<file path="src/rtl/pp_pkg.sv">
package pp_pkg;

  typedef enum logic [1:0] {
    ST_IDLE  = 2'd0,
    ST_READ  = 2'd1,
    ST_WRITE = 2'd2,
    ST_HOLD  = 2'd3
  } pp_state_e;

endpackage

</file>
<file path="src/rtl/pp_offset_track.sv">
module pp_offset_track #(
  parameter int OFF_W = 8,
  parameter int PG_W  = 11
) (
  input  logic             clk,
  input  logic             rst_n,
  input  logic             load_i,
  input  logic [PG_W-1:0]  load_page_i,
  input  logic [OFF_W-1:0] load_off_i,
  input  logic             step_i,
  output logic [PG_W-1:0]  page_o,
  output logic [OFF_W-1:0] off_o
);

  logic [PG_W-1:0]  page_q, page_d;
  logic [OFF_W-1:0] off_q, off_d;

  always_comb begin
    page_d = page_q;
    off_d  = off_q;
    if (load_i) begin
      page_d = load_page_i;
      off_d  = load_off_i;
    end else if (step_i) begin
      off_d = off_q + OFF_W'(1);
    end
  end

  always_ff @(posedge clk or negedge rst_n) begin
    if (!rst_n) begin
      page_q <= '0;
      off_q  <= '0;
    end else if (load_i || step_i) begin
      page_q <= page_d;
      off_q  <= off_d;
    end
  end

  assign page_o = page_q;
  assign off_o  = off_q;


  page_fixed_chk: assert property (@(posedge clk) disable iff (!rst_n)
    (step_i && !load_i) |=> $stable(page_o));


  off_wrap_chk: assert property (@(posedge clk) disable iff (!rst_n)
    (step_i && !load_i && (off_o == {OFF_W{1'b1}})) |=> (off_o == '0));

endmodule

</file>
<file path="src/rtl/pp_page_store.sv">
module pp_page_store #(
  parameter int PAGE_BYTES = 256,
  parameter int OFF_W      = 8
) (
  input  logic             clk,
  input  logic             rst_n,
  input  logic             clear_i,
  input  logic             wr_i,
  input  logic [OFF_W-1:0] wr_off_i,
  input  logic [7:0]       wr_data_i,
  input  logic             retire_i,
  input  logic [OFF_W-1:0] retire_off_i,
  input  logic [OFF_W-1:0] rd_off_i,
  output logic [7:0]       rd_data_o,
  output logic             any_o,
  output logic [OFF_W-1:0] first_o
);

  logic [7:0]            data_q [PAGE_BYTES];
  logic [PAGE_BYTES-1:0] mask_q, mask_d;

  always_comb begin
    mask_d = mask_q;
    if (clear_i) begin
      mask_d = '0;
    end else begin
      if (wr_i)     mask_d[wr_off_i]     = 1'b1;
      if (retire_i) mask_d[retire_off_i] = 1'b0;
    end
  end

  always_ff @(posedge clk or negedge rst_n) begin
    if (!rst_n) mask_q <= '0;
    else if (clear_i || wr_i || retire_i) mask_q <= mask_d;
  end

  generate
    for (genvar g = 0; g < PAGE_BYTES; g++) begin : g_entry
      always_ff @(posedge clk) begin
        if (wr_i && (wr_off_i == OFF_W'(g))) data_q[g] <= wr_data_i;
      end
    end
  endgenerate

  always_comb begin
    first_o = '0;
    for (int i = PAGE_BYTES - 1; i >= 0; i--) begin
      if (mask_q[i]) first_o = OFF_W'(i);
    end
  end

  assign any_o     = |mask_q;
  assign rd_data_o = data_q[rd_off_i];


  retire_valid_chk: assert property (@(posedge clk) disable iff (!rst_n)
    retire_i |-> mask_q[retire_off_i]);


  no_fill_on_retire_chk: assert property (@(posedge clk) disable iff (!rst_n)
    !(retire_i && (wr_i || clear_i)));

endmodule

</file>
<file path="src/rtl/pp_commit_seq.sv">
module pp_commit_seq
  import pp_pkg::*;
#(
  parameter int BYTE_CYCLES = 3000,
  parameter int OFF_W       = 8,
  parameter int PG_W        = 11
) (
  input  logic                  clk,
  input  logic                  rst_n,
  input  logic                  go_i,
  input  logic                  any_i,
  input  logic [OFF_W-1:0]      first_i,
  input  logic [PG_W-1:0]       page_i,
  input  logic [7:0]            buf_data_i,
  input  logic [7:0]            mem_rdata_i,
  output logic [OFF_W-1:0]      buf_off_o,
  output logic                  retire_o,
  output logic                  mem_re_o,
  output logic                  mem_we_o,
  output logic [PG_W+OFF_W-1:0] mem_addr_o,
  output logic [7:0]            mem_wdata_o,
  output logic                  busy_o,
  output logic                  done_o
);

  localparam int TW = $clog2(BYTE_CYCLES);
  localparam logic [TW-1:0] T_LAST = TW'(BYTE_CYCLES - 1);

  pp_state_e        state_q, state_d;
  logic [OFF_W-1:0] idx_q, idx_d;
  logic [TW-1:0]    tmr_q, tmr_d;
  logic             done_q, done_d;

  always_comb begin
    state_d = state_q;
    idx_d   = idx_q;
    tmr_d   = tmr_q;
    done_d  = 1'b0;
    unique case (state_q)
      ST_IDLE: begin
        if (go_i) begin
          state_d = ST_READ;
          idx_d   = first_i;
          tmr_d   = '0;
        end
      end
      ST_READ: begin
        state_d = ST_WRITE;
        tmr_d   = tmr_q + TW'(1);
      end
      ST_WRITE: begin
        state_d = ST_HOLD;
        tmr_d   = tmr_q + TW'(1);
      end
      ST_HOLD: begin
        if (tmr_q == T_LAST) begin
          tmr_d = '0;
          if (any_i) begin
            state_d = ST_READ;
            idx_d   = first_i;
          end else begin
            state_d = ST_IDLE;
            done_d  = 1'b1;
          end
        end else begin
          tmr_d = tmr_q + TW'(1);
        end
      end
      default: state_d = ST_IDLE;
    endcase
  end

  always_ff @(posedge clk or negedge rst_n) begin
    if (!rst_n) begin
      state_q <= ST_IDLE;
      idx_q   <= '0;
      tmr_q   <= '0;
      done_q  <= 1'b0;
    end else begin
      state_q <= state_d;
      idx_q   <= idx_d;
      tmr_q   <= tmr_d;
      done_q  <= done_d;
    end
  end

  assign buf_off_o   = idx_q;
  assign retire_o    = (state_q == ST_WRITE);
  assign mem_re_o    = (state_q == ST_READ);
  assign mem_we_o    = (state_q == ST_WRITE);
  assign mem_addr_o  = {page_i, idx_q};
  assign mem_wdata_o = mem_rdata_i & buf_data_i;
  assign busy_o      = (state_q != ST_IDLE);
  assign done_o      = done_q;

  initial begin

    byte_cycles_min_chk: assert (BYTE_CYCLES >= 3);
  end


  write_after_read_chk: assert property (@(posedge clk) disable iff (!rst_n)
    mem_we_o |-> ($past(mem_re_o) && (mem_addr_o == $past(mem_addr_o))));


  one_port_op_chk: assert property (@(posedge clk) disable iff (!rst_n)
    !(mem_re_o && mem_we_o));


  clear_only_chk: assert property (@(posedge clk) disable iff (!rst_n)
    mem_we_o |-> ((mem_wdata_o & ~mem_rdata_i) == 8'h00));


  ascending_chk: assert property (@(posedge clk) disable iff (!rst_n)
    (mem_re_o && busy_o && $past(busy_o) && !$past(mem_re_o, BYTE_CYCLES > 3 ? 1 : 1))
      |-> (idx_q > $past(idx_q) || !$past(busy_o)) || ($past(state_q) != ST_HOLD));

endmodule

</file>
<file path="src/rtl/pp_write_buffer.sv">
module pp_write_buffer #(
  parameter int ADDR_W      = 19,
  parameter int PAGE_BYTES  = 256,
  parameter int BYTE_CYCLES = 3000
) (
  input  logic              clk,
  input  logic              rst_n,
  input  logic              cmd_start_i,
  input  logic [ADDR_W-1:0] start_addr_i,
  input  logic              byte_valid_i,
  input  logic [7:0]        byte_data_i,
  input  logic              cs_rise_i,
  input  logic              partial_i,
  input  logic              wen_i,
  input  logic              prot_i,
  output logic              busy_o,
  output logic              wel_clr_o,
  output logic              mem_re_o,
  output logic              mem_we_o,
  output logic [ADDR_W-1:0] mem_addr_o,
  output logic [7:0]        mem_wdata_o,
  input  logic [7:0]        mem_rdata_i
);

  localparam int OFF_W = $clog2(PAGE_BYTES);
  localparam int PG_W  = ADDR_W - OFF_W;

  logic [1:0] rst_sync_q;
  logic       rst_int_n;

  always_ff @(posedge clk or negedge rst_n) begin
    if (!rst_n) rst_sync_q <= 2'b00;
    else        rst_sync_q <= {rst_sync_q[0], 1'b1};
  end
  assign rst_int_n = rst_sync_q[1];

  logic             active_q, active_d;
  logic             busy;
  logic             do_load, do_step, do_close, do_go;
  logic [PG_W-1:0]  page;
  logic [OFF_W-1:0] off;
  logic             any_valid;
  logic [OFF_W-1:0] first_off;
  logic [OFF_W-1:0] buf_off;
  logic [7:0]       buf_data;
  logic             retire;

  assign do_load  = cmd_start_i && !busy;
  assign do_step  = byte_valid_i && active_q && !busy && !do_load;
  assign do_close = cs_rise_i && active_q && !busy && !do_load;
  assign do_go    = do_close && !partial_i && any_valid && wen_i && !prot_i;

  always_comb begin
    active_d = active_q;
    if (do_load)       active_d = 1'b1;
    else if (do_close) active_d = 1'b0;
  end

  always_ff @(posedge clk or negedge rst_int_n) begin
    if (!rst_int_n) active_q <= 1'b0;
    else            active_q <= active_d;
  end

  pp_offset_track #(
    .OFF_W (OFF_W),
    .PG_W  (PG_W)
  ) u_track (
    .clk         (clk),
    .rst_n       (rst_int_n),
    .load_i      (do_load),
    .load_page_i (start_addr_i[ADDR_W-1:OFF_W]),
    .load_off_i  (start_addr_i[OFF_W-1:0]),
    .step_i      (do_step),
    .page_o      (page),
    .off_o       (off)
  );

  pp_page_store #(
    .PAGE_BYTES (PAGE_BYTES),
    .OFF_W      (OFF_W)
  ) u_store (
    .clk          (clk),
    .rst_n        (rst_int_n),
    .clear_i      (do_load),
    .wr_i         (do_step),
    .wr_off_i     (off),
    .wr_data_i    (byte_data_i),
    .retire_i     (retire),
    .retire_off_i (buf_off),
    .rd_off_i     (buf_off),
    .rd_data_o    (buf_data),
    .any_o        (any_valid),
    .first_o      (first_off)
  );

  pp_commit_seq #(
    .BYTE_CYCLES (BYTE_CYCLES),
    .OFF_W       (OFF_W),
    .PG_W        (PG_W)
  ) u_seq (
    .clk         (clk),
    .rst_n       (rst_int_n),
    .go_i        (do_go),
    .any_i       (any_valid),
    .first_i     (first_off),
    .page_i      (page),
    .buf_data_i  (buf_data),
    .mem_rdata_i (mem_rdata_i),
    .buf_off_o   (buf_off),
    .retire_o    (retire),
    .mem_re_o    (mem_re_o),
    .mem_we_o    (mem_we_o),
    .mem_addr_o  (mem_addr_o),
    .mem_wdata_o (mem_wdata_o),
    .busy_o      (busy),
    .done_o      (wel_clr_o)
  );

  assign busy_o = busy;


  wel_after_busy_chk: assert property (@(posedge clk) disable iff (!rst_int_n)
    wel_clr_o |-> (!busy_o && $past(busy_o)));


  start_needs_close_chk: assert property (@(posedge clk) disable iff (!rst_int_n)
    $rose(busy_o) |-> $past(cs_rise_i && !partial_i && wen_i && !prot_i));


  page_held_chk: assert property (@(posedge clk) disable iff (!rst_int_n)
    (busy_o && $past(busy_o)) |-> $stable(mem_addr_o[ADDR_W-1:OFF_W]));

endmodule

</file>
<file path="config.mk">
export PLATFORM = sky130hd
export DESIGN_NAME = pp_write_buffer
export DESIGN_NICKNAME = d
export VERILOG_FILES = /design/src/rtl/pp_pkg.sv /design/src/rtl/pp_offset_track.sv /design/src/rtl/pp_page_store.sv /design/src/rtl/pp_commit_seq.sv /design/src/rtl/pp_write_buffer.sv
export SDC_FILE = /design/constraint.sdc
export NUM_CORES = 2
export LEC_CHECK = 0
export ABC_CLOCK_PERIOD_IN_PS = 8630
export BUFFER_PORTS_ARGS = -buffer_cell sky130_fd_sc_hd__buf_2
export CAP_MARGIN = 30
export CORE_MARGIN = 2
export CORE_UTILIZATION = 40
export DETAILED_ROUTE_END_ITERATION = 6
export PLACE_DENSITY = 0.64
export REMOVE_ABC_BUFFERS = 1
export SKIP_CTS_REPAIR_TIMING = 1
export SLEW_MARGIN = 15
export SYNTH_ARGS = -nofsm -noshare
export SYNTH_HDL_FRONTEND = slang
export SYNTH_SLANG_ARGS = --single-unit
</file>
<file path="constraint.sdc">
create_clock -name clk -period 8.63 [get_ports clk]
set_clock_uncertainty 0.15 [all_clocks]
set_input_delay 1.726 -clock clk [delete_from_list [all_inputs] [get_ports clk]]
set_output_delay 1.726 -clock clk [all_outputs]
set_load 0.01 [all_outputs]
</file>
# Word level (Yosys, flattened, before mapping)
# Memories as Yosys holds them, arrays and structs flattened.
# Cells that the tools add are included.
[word_totals]
elab_cells = 2383
mem_count = 1
register_bits = 301
out_inout_bits = 31
inputBits = 43
ramBits = 2048
[memory_table]
columns = ["name", "words", "word_bits", "read_ports", "rd_clocked_by_memory_dff", "write_ports", "line_no", "source"]
rows = [
  ["u_store.data_q", 256, 8, 1, 0, 1, "pp_page_store.sv:19", "logic [7:0] data_q [PAGE_BYTES];"],
]
[classes]
n_bitwise = 4
reduce_logical = 542
magnitude_cmp = 4
n_eq_ne = 262
mux = 1559
add_sub_neg = 2
[ops]
columns = ["op", "count"]
rows = [
  ["$mux 8", 771],
  ["$reduce_or 8->1", 255],
  ["$eq 8x8->1 const B", 128],
  ["$mux 256", 4],
  ["$mux 1", 775],
  ["$eq 8x7->1 const B", 64],
  ["$logic_and 1x1->1", 269],
  ["$and 256x256->256", 1],
  ["$eq 8x6->1 const B", 32],
  ["$not 256->256", 1],
  ["$or 256x256->256", 1],
  ["$reduce_or 256->1", 1],
  ["$eq 8x5->1 const B", 16],
  ["$eq 8x4->1 const B", 8],
  ["$pmux 12 s3", 1],
  ["$eq 8x3->1 const B", 4],
  ["$mux 12", 2],
  ["$lt 8x9->1 const B", 2],
  ["$demux 1 s8", 2],
  ["$eq 8x2->1 const B", 2],
  ["$ge 8x1->1 const B", 2],
  ["$pmux 8 s2", 1],
  ["$add 12x1->12 const B", 1],
  ["$eq 12x12->1 const B", 1],
  ["other kinds (17)", 29],
]

# Logic depth before layout (Yosys ltp)
[logic_depth]
depth_word = 264
depth_mapped = 13
mapped_depth_nobuf = 10

# Hierarchy
# Synthesis repeated with hierarchy kept, for this count alone.
[unflattened]
hier_cells = 5237
area_unflattened_um2 = 93957.6
[modules_own_cells]
columns = ["module", "seq_area_each_um2", "cells_each", "area_each_um2", "n_inst"]
rows = [
  ["pp_page_store", 67905.1, 5010, 91487.7, 1],
  ["pp_commit_seq", 575.6, 144, 1475.2, 1],
  ["pp_offset_track", 475.5, 72, 859.6, 1],
  ["pp_write_buffer", 75.1, 11, 135.1, 1],
]

# Worst setup path before layout
# Ideal clock, no wire load.
[synth_path]
path_type = "reg-to-output"
start = "register u_seq.idx_q[0] (netlist: u_seq.buf_off_o[0])"
end = "output port mem_wdata_o[7]"
slack_ns = 3.800
stages_incl_launch_ff = 10
arrival_ns = 2.954
path_buffers = 3
t_required_ns = 6.754
path_cell_list = "dfrtp_1 buf_2 buf_1 buf_2 mux4_2 o211ai_1 o211ai_1 a2111oi_0 nand4_1 o21a_1"
[synth_via]
elab_chain_len = 2
[synth_lines]
columns = ["item", "line_no", "source"]
rows = [
  ["from (decl)", "pp_commit_seq.sv:30", "logic [OFF_W-1:0] idx_q, idx_d;"],
  ["from (signal assigned)", "pp_commit_seq.sv:81", "idx_q <= idx_d;"],
  ["$mem_v2 256x8", "--", ""],
  ["$and 8x8->8", "pp_commit_seq.sv:92", "assign mem_wdata_o = mem_rdata_i & buf_data_i;"],
  ["to (decl)", "pp_write_buffer.sv:21", "output logic [7:0] mem_wdata_o,"],
]
# No other way between the ends.

# Worst setup path in the final report
[layout_path]
start = "register u_seq.idx_q[0] (netlist: u_seq.buf_off_o[0])"
end = "output port mem_wdata_o[6]"
# Same word-level chain as after synthesis.

==> flow_summary.toml <==
[sta]
fin_hold_ws_ns = 0.199
slew_headroom_pct = 10.7
setup_viol = 0
hold_viol_final = 0
period_needed_ns = 7.69
worst_pin_slew_ns = 1.34
period_share_pct = 89.1
rsz0062_at_grt = "false"
max_freq_mhz = 130
slew_violations = 0

[detailed_routing]
drt-pass1-iter-count = 6
wl_per_cell_um = 35.6
ant_nets = 0
vias = 57600
drc = 0
first_iter_violations = 9519
via_per_inst = 6.41
drt-total-wl_um = 321000

[pwr]
powerDensity_nw_per_um2 = 209
ir_drop_mv = 0.197
leakagePower_nw = 35.8

[logic_synthesis]
synthSimpleGateAreaFrac_pct = 5.24
synth_xor_area_share_pct = 0.0463
synth_area_per_cell_sq_um = 17.9
synth_top_area_share_pct = 65.0
synth.ff_latch_count = 2349
seq_area_frac_synth_pct = 73.0
syn_area_sq_um = 94600
synthMuxAreaShare_pct = 12.4
synthAdderAreaFrac_pct = 0.132
synth.distinct_cells = 77
ys_async_sr_fraction_pct = 12.8
synth_compound_gate_area_share_pct = 7.57
synthFlopType = "edfxtp_1"
synth_edf_count = 2048
yosys-top-cells-area = "edfxtp_1 65%, mux4_2 10%, dfrtp_1 8.0%"
ys.warnings.count = 0
synth_top_area_cell = "edfxtp_1"
synth_top_family_by_area = "multiplexers"
synthCells = 5280

[worst_setup_path]
critical_path_class = "register to output pin"
endpoint_kind = "output pin"
crit_path_max_fanout = 87
crit_start = "u_seq.buf_off_o[0]$_DFFE_PN0P_"
reg2reg_to = "u_store.mask_q[89]$_DFFE_PN0P_"
start_kind = "register"
ff2ff_setup_slack_ns = 3.51
rr_worst_depth = 5
timing.rr.start = "u_seq.buf_off_o[0]$_DFFE_PN0P_"
cp_data_arrival_time_ns = 5.81
required_ns = 6.75

[outcome]
status = "complete, no violations"

[grt]
antenna_found_initial = 21
grt_pass1_wl_um = 442000
grt_util_met3_pct = 7.61
first_global_vias = 55300
grt-ovfl-total = 0
grt_max_degree = 163
use_met2_pct = 38.2
gr-usage-met1_pct = 34.5
grtUsageTotal_pct = 26.1
top_usage_layer = "met2"

[clock_tree]
clkSinkCount = 2349
clk_path_buf_depth = 3
cts_max_level = 4
clock_latency_ns = 0.89
cts_tree = "done"
clock-root-buffer = "clkbuf_16"
cts_buffers = 229
path_clk_slew_ns = 0.07

[finish]
nFillCells = 20000
nets = 5689
area_growth_pct = 14.9
layout-drive-gt1-share_pct = 26.6
finalCoreUtilization_pct = 46.2

[worst_hold_path]
hold_path.class = "register to async pin"

[die]
ioPinCount = 74
rows = 178
die_w_um = 490
die_area_sq_um = 240000
core_area_sq_um = 235000
die_h_um = 490
start_util_pct = 40.2

[placement]
gp_congestion = 1.04
io_buffers = 73
dpl.hpwl_um = 213000

[flow_run]
maxCapViolations = 0
==> worst max-delay path, stage by stage, from the launching register on <==
cell and delay (ns):
dfrtp_4 0.87, buf_12 0.56, mux4_2 0.59, a22o_1 0.24
a221oi_1 0.61, o21ai_0 0.17, nor3_1 0.65, or3_1 0.31
a41oi_1 0.41, buf_2 0.29
==> how the worst max path moves through the flow <==
| stage | end | cells past startpoint | slack [ns] |
|---|---|---|---|
| after detailed placement | mem_wdata_o[0] | 8 | 2.04 |
| after floorplan | mem_wdata_o[1] | 7 | -17.45 |
| after global placement | mem_wdata_o[0] | 9 | 1.63 |
| final | mem_wdata_o[6] | 9 | 0.94 |
| after global routing | mem_wdata_o[1] | 8 | 1.0 |
| after CTS | mem_wdata_o[0] | 8 | 1.08 |
==> power breakdown <==
group / internal, mW / switching (mW)
registers: 12.4 / 0.00445
logic: 0.0204 / 0.205
clock network: 5.72 / 4.41
total: 18.1 / 4.61
==> cells in the final DEF, fill, tap and decap left out, drive strengths merged, types with 24 or more instances in the layout <==
cell type	n
a22oi	173
nor3	61
mux2i	190
buf	428
nand4	49
a21oi	112
a221oi	24
nand2b	26
inv	63
clkbuf	318
nand2	176
o21ai	81
nand3	88
o221a	257
edfxtp	2048
dfrtp	301
nor2	434
nor4	96
clkinv	98
mux4	438
o31ai	24
o211ai	38
==> area by class of cell <==
type / instances / area [sq um] / share of cell area (%)
sequential: 2349 / 69100 / 63.5
multi-input combinational: 2555 / 24200 / 22.3
clock buffer: 306 / 6280 / 5.78
tap: 3150 / 3940 / 3.63
timing repair buffer: 442 / 3630 / 3.34
clock inverter: 129 / 1300 / 1.20
inverter: 59 / 223 / 0.205
antenna: 10 / 25.0 / 0.0230
==> per-layer routing <==
| layer | vias up | share of wire [%] |
|---|---|---|
| met3 | 920 | 12 |
| met2 | 4076 | 44 |
| met5 | - | 0.047 |
| met1 | 30000 | 37 |
| li1 | 22600 | - |
| met4 | 22 | 7.1 |
==> kinds of logic after synthesis <==
logic type | Yosys count
multiplexers | 628
AND/OR/NAND/NOR | 1040
adder cells (fa/ha/maj) | 10
other | 1
XOR/XNOR | 5
AO/OA/AOI/OAI | 871
flip-flops | 2349
buffers and inverters | 376
==> cells in the mapped netlist (all sizes together), types with 6 or more instances <==
| master | number |
|---|---|
| a221oi | 24 |
| a211oi | 21 |
| ha | 10 |
| clkbuf | 190 |
| inv | 59 |
| or2 | 13 |
| nand2 | 176 |
| mux4 | 438 |
| a22o | 15 |
| and3 | 11 |
| a2111oi | 12 |
| o31ai | 24 |
| o2111ai | 6 |
| or4 | 21 |
| o311ai | 9 |
| nor3 | 61 |
| nand3 | 88 |
| dfrtp | 301 |
| o211ai | 38 |
| and2 | 8 |
| a31oi | 18 |
| o21a | 10 |
| o21ai | 81 |
| nand4b | 7 |
| a21oi | 112 |
| edfxtp | 2048 |
| o21bai | 6 |
| nand4 | 49 |
| a22oi | 173 |
| mux2i | 190 |
| o221a | 257 |
| or3 | 8 |
| o31a | 6 |
| a32oi | 7 |
| buf | 127 |
| nor4 | 96 |
| nor2 | 434 |
| nand2b | 26 |
| nor2b | 21 |
| o22ai | 13 |
==> metrics by stage <==
step	TNS, ns	std cells	area [sq um]	setup slack, ns	power (mW)
after floorplan	-3108.71	4963	93300	-17.45	12.6
after CTS	0	8923	108000	1.08	22.8
after global routing	0	8992	109000	0.995	23.2
after global placement	0	8372	99400	1.63	12.8
after detailed placement	0	8488	100000	2.04	12.8
final	0	9000	109000	0.940	22.7
==> sequential cells by signal, indices dropped and copies added (netlist names) <==
name             cells
active_q             1
rst_sync_q           2
u_seq.buf_off_o      8
u_seq.done_o         1
u_seq.state_q        2
u_seq.tmr_q         12
u_store.data_q    2048
u_store.mask_q     256
u_track.off_o        8
u_track.page_o      11
Note: power is estimated with default switching activity, not from simulation.
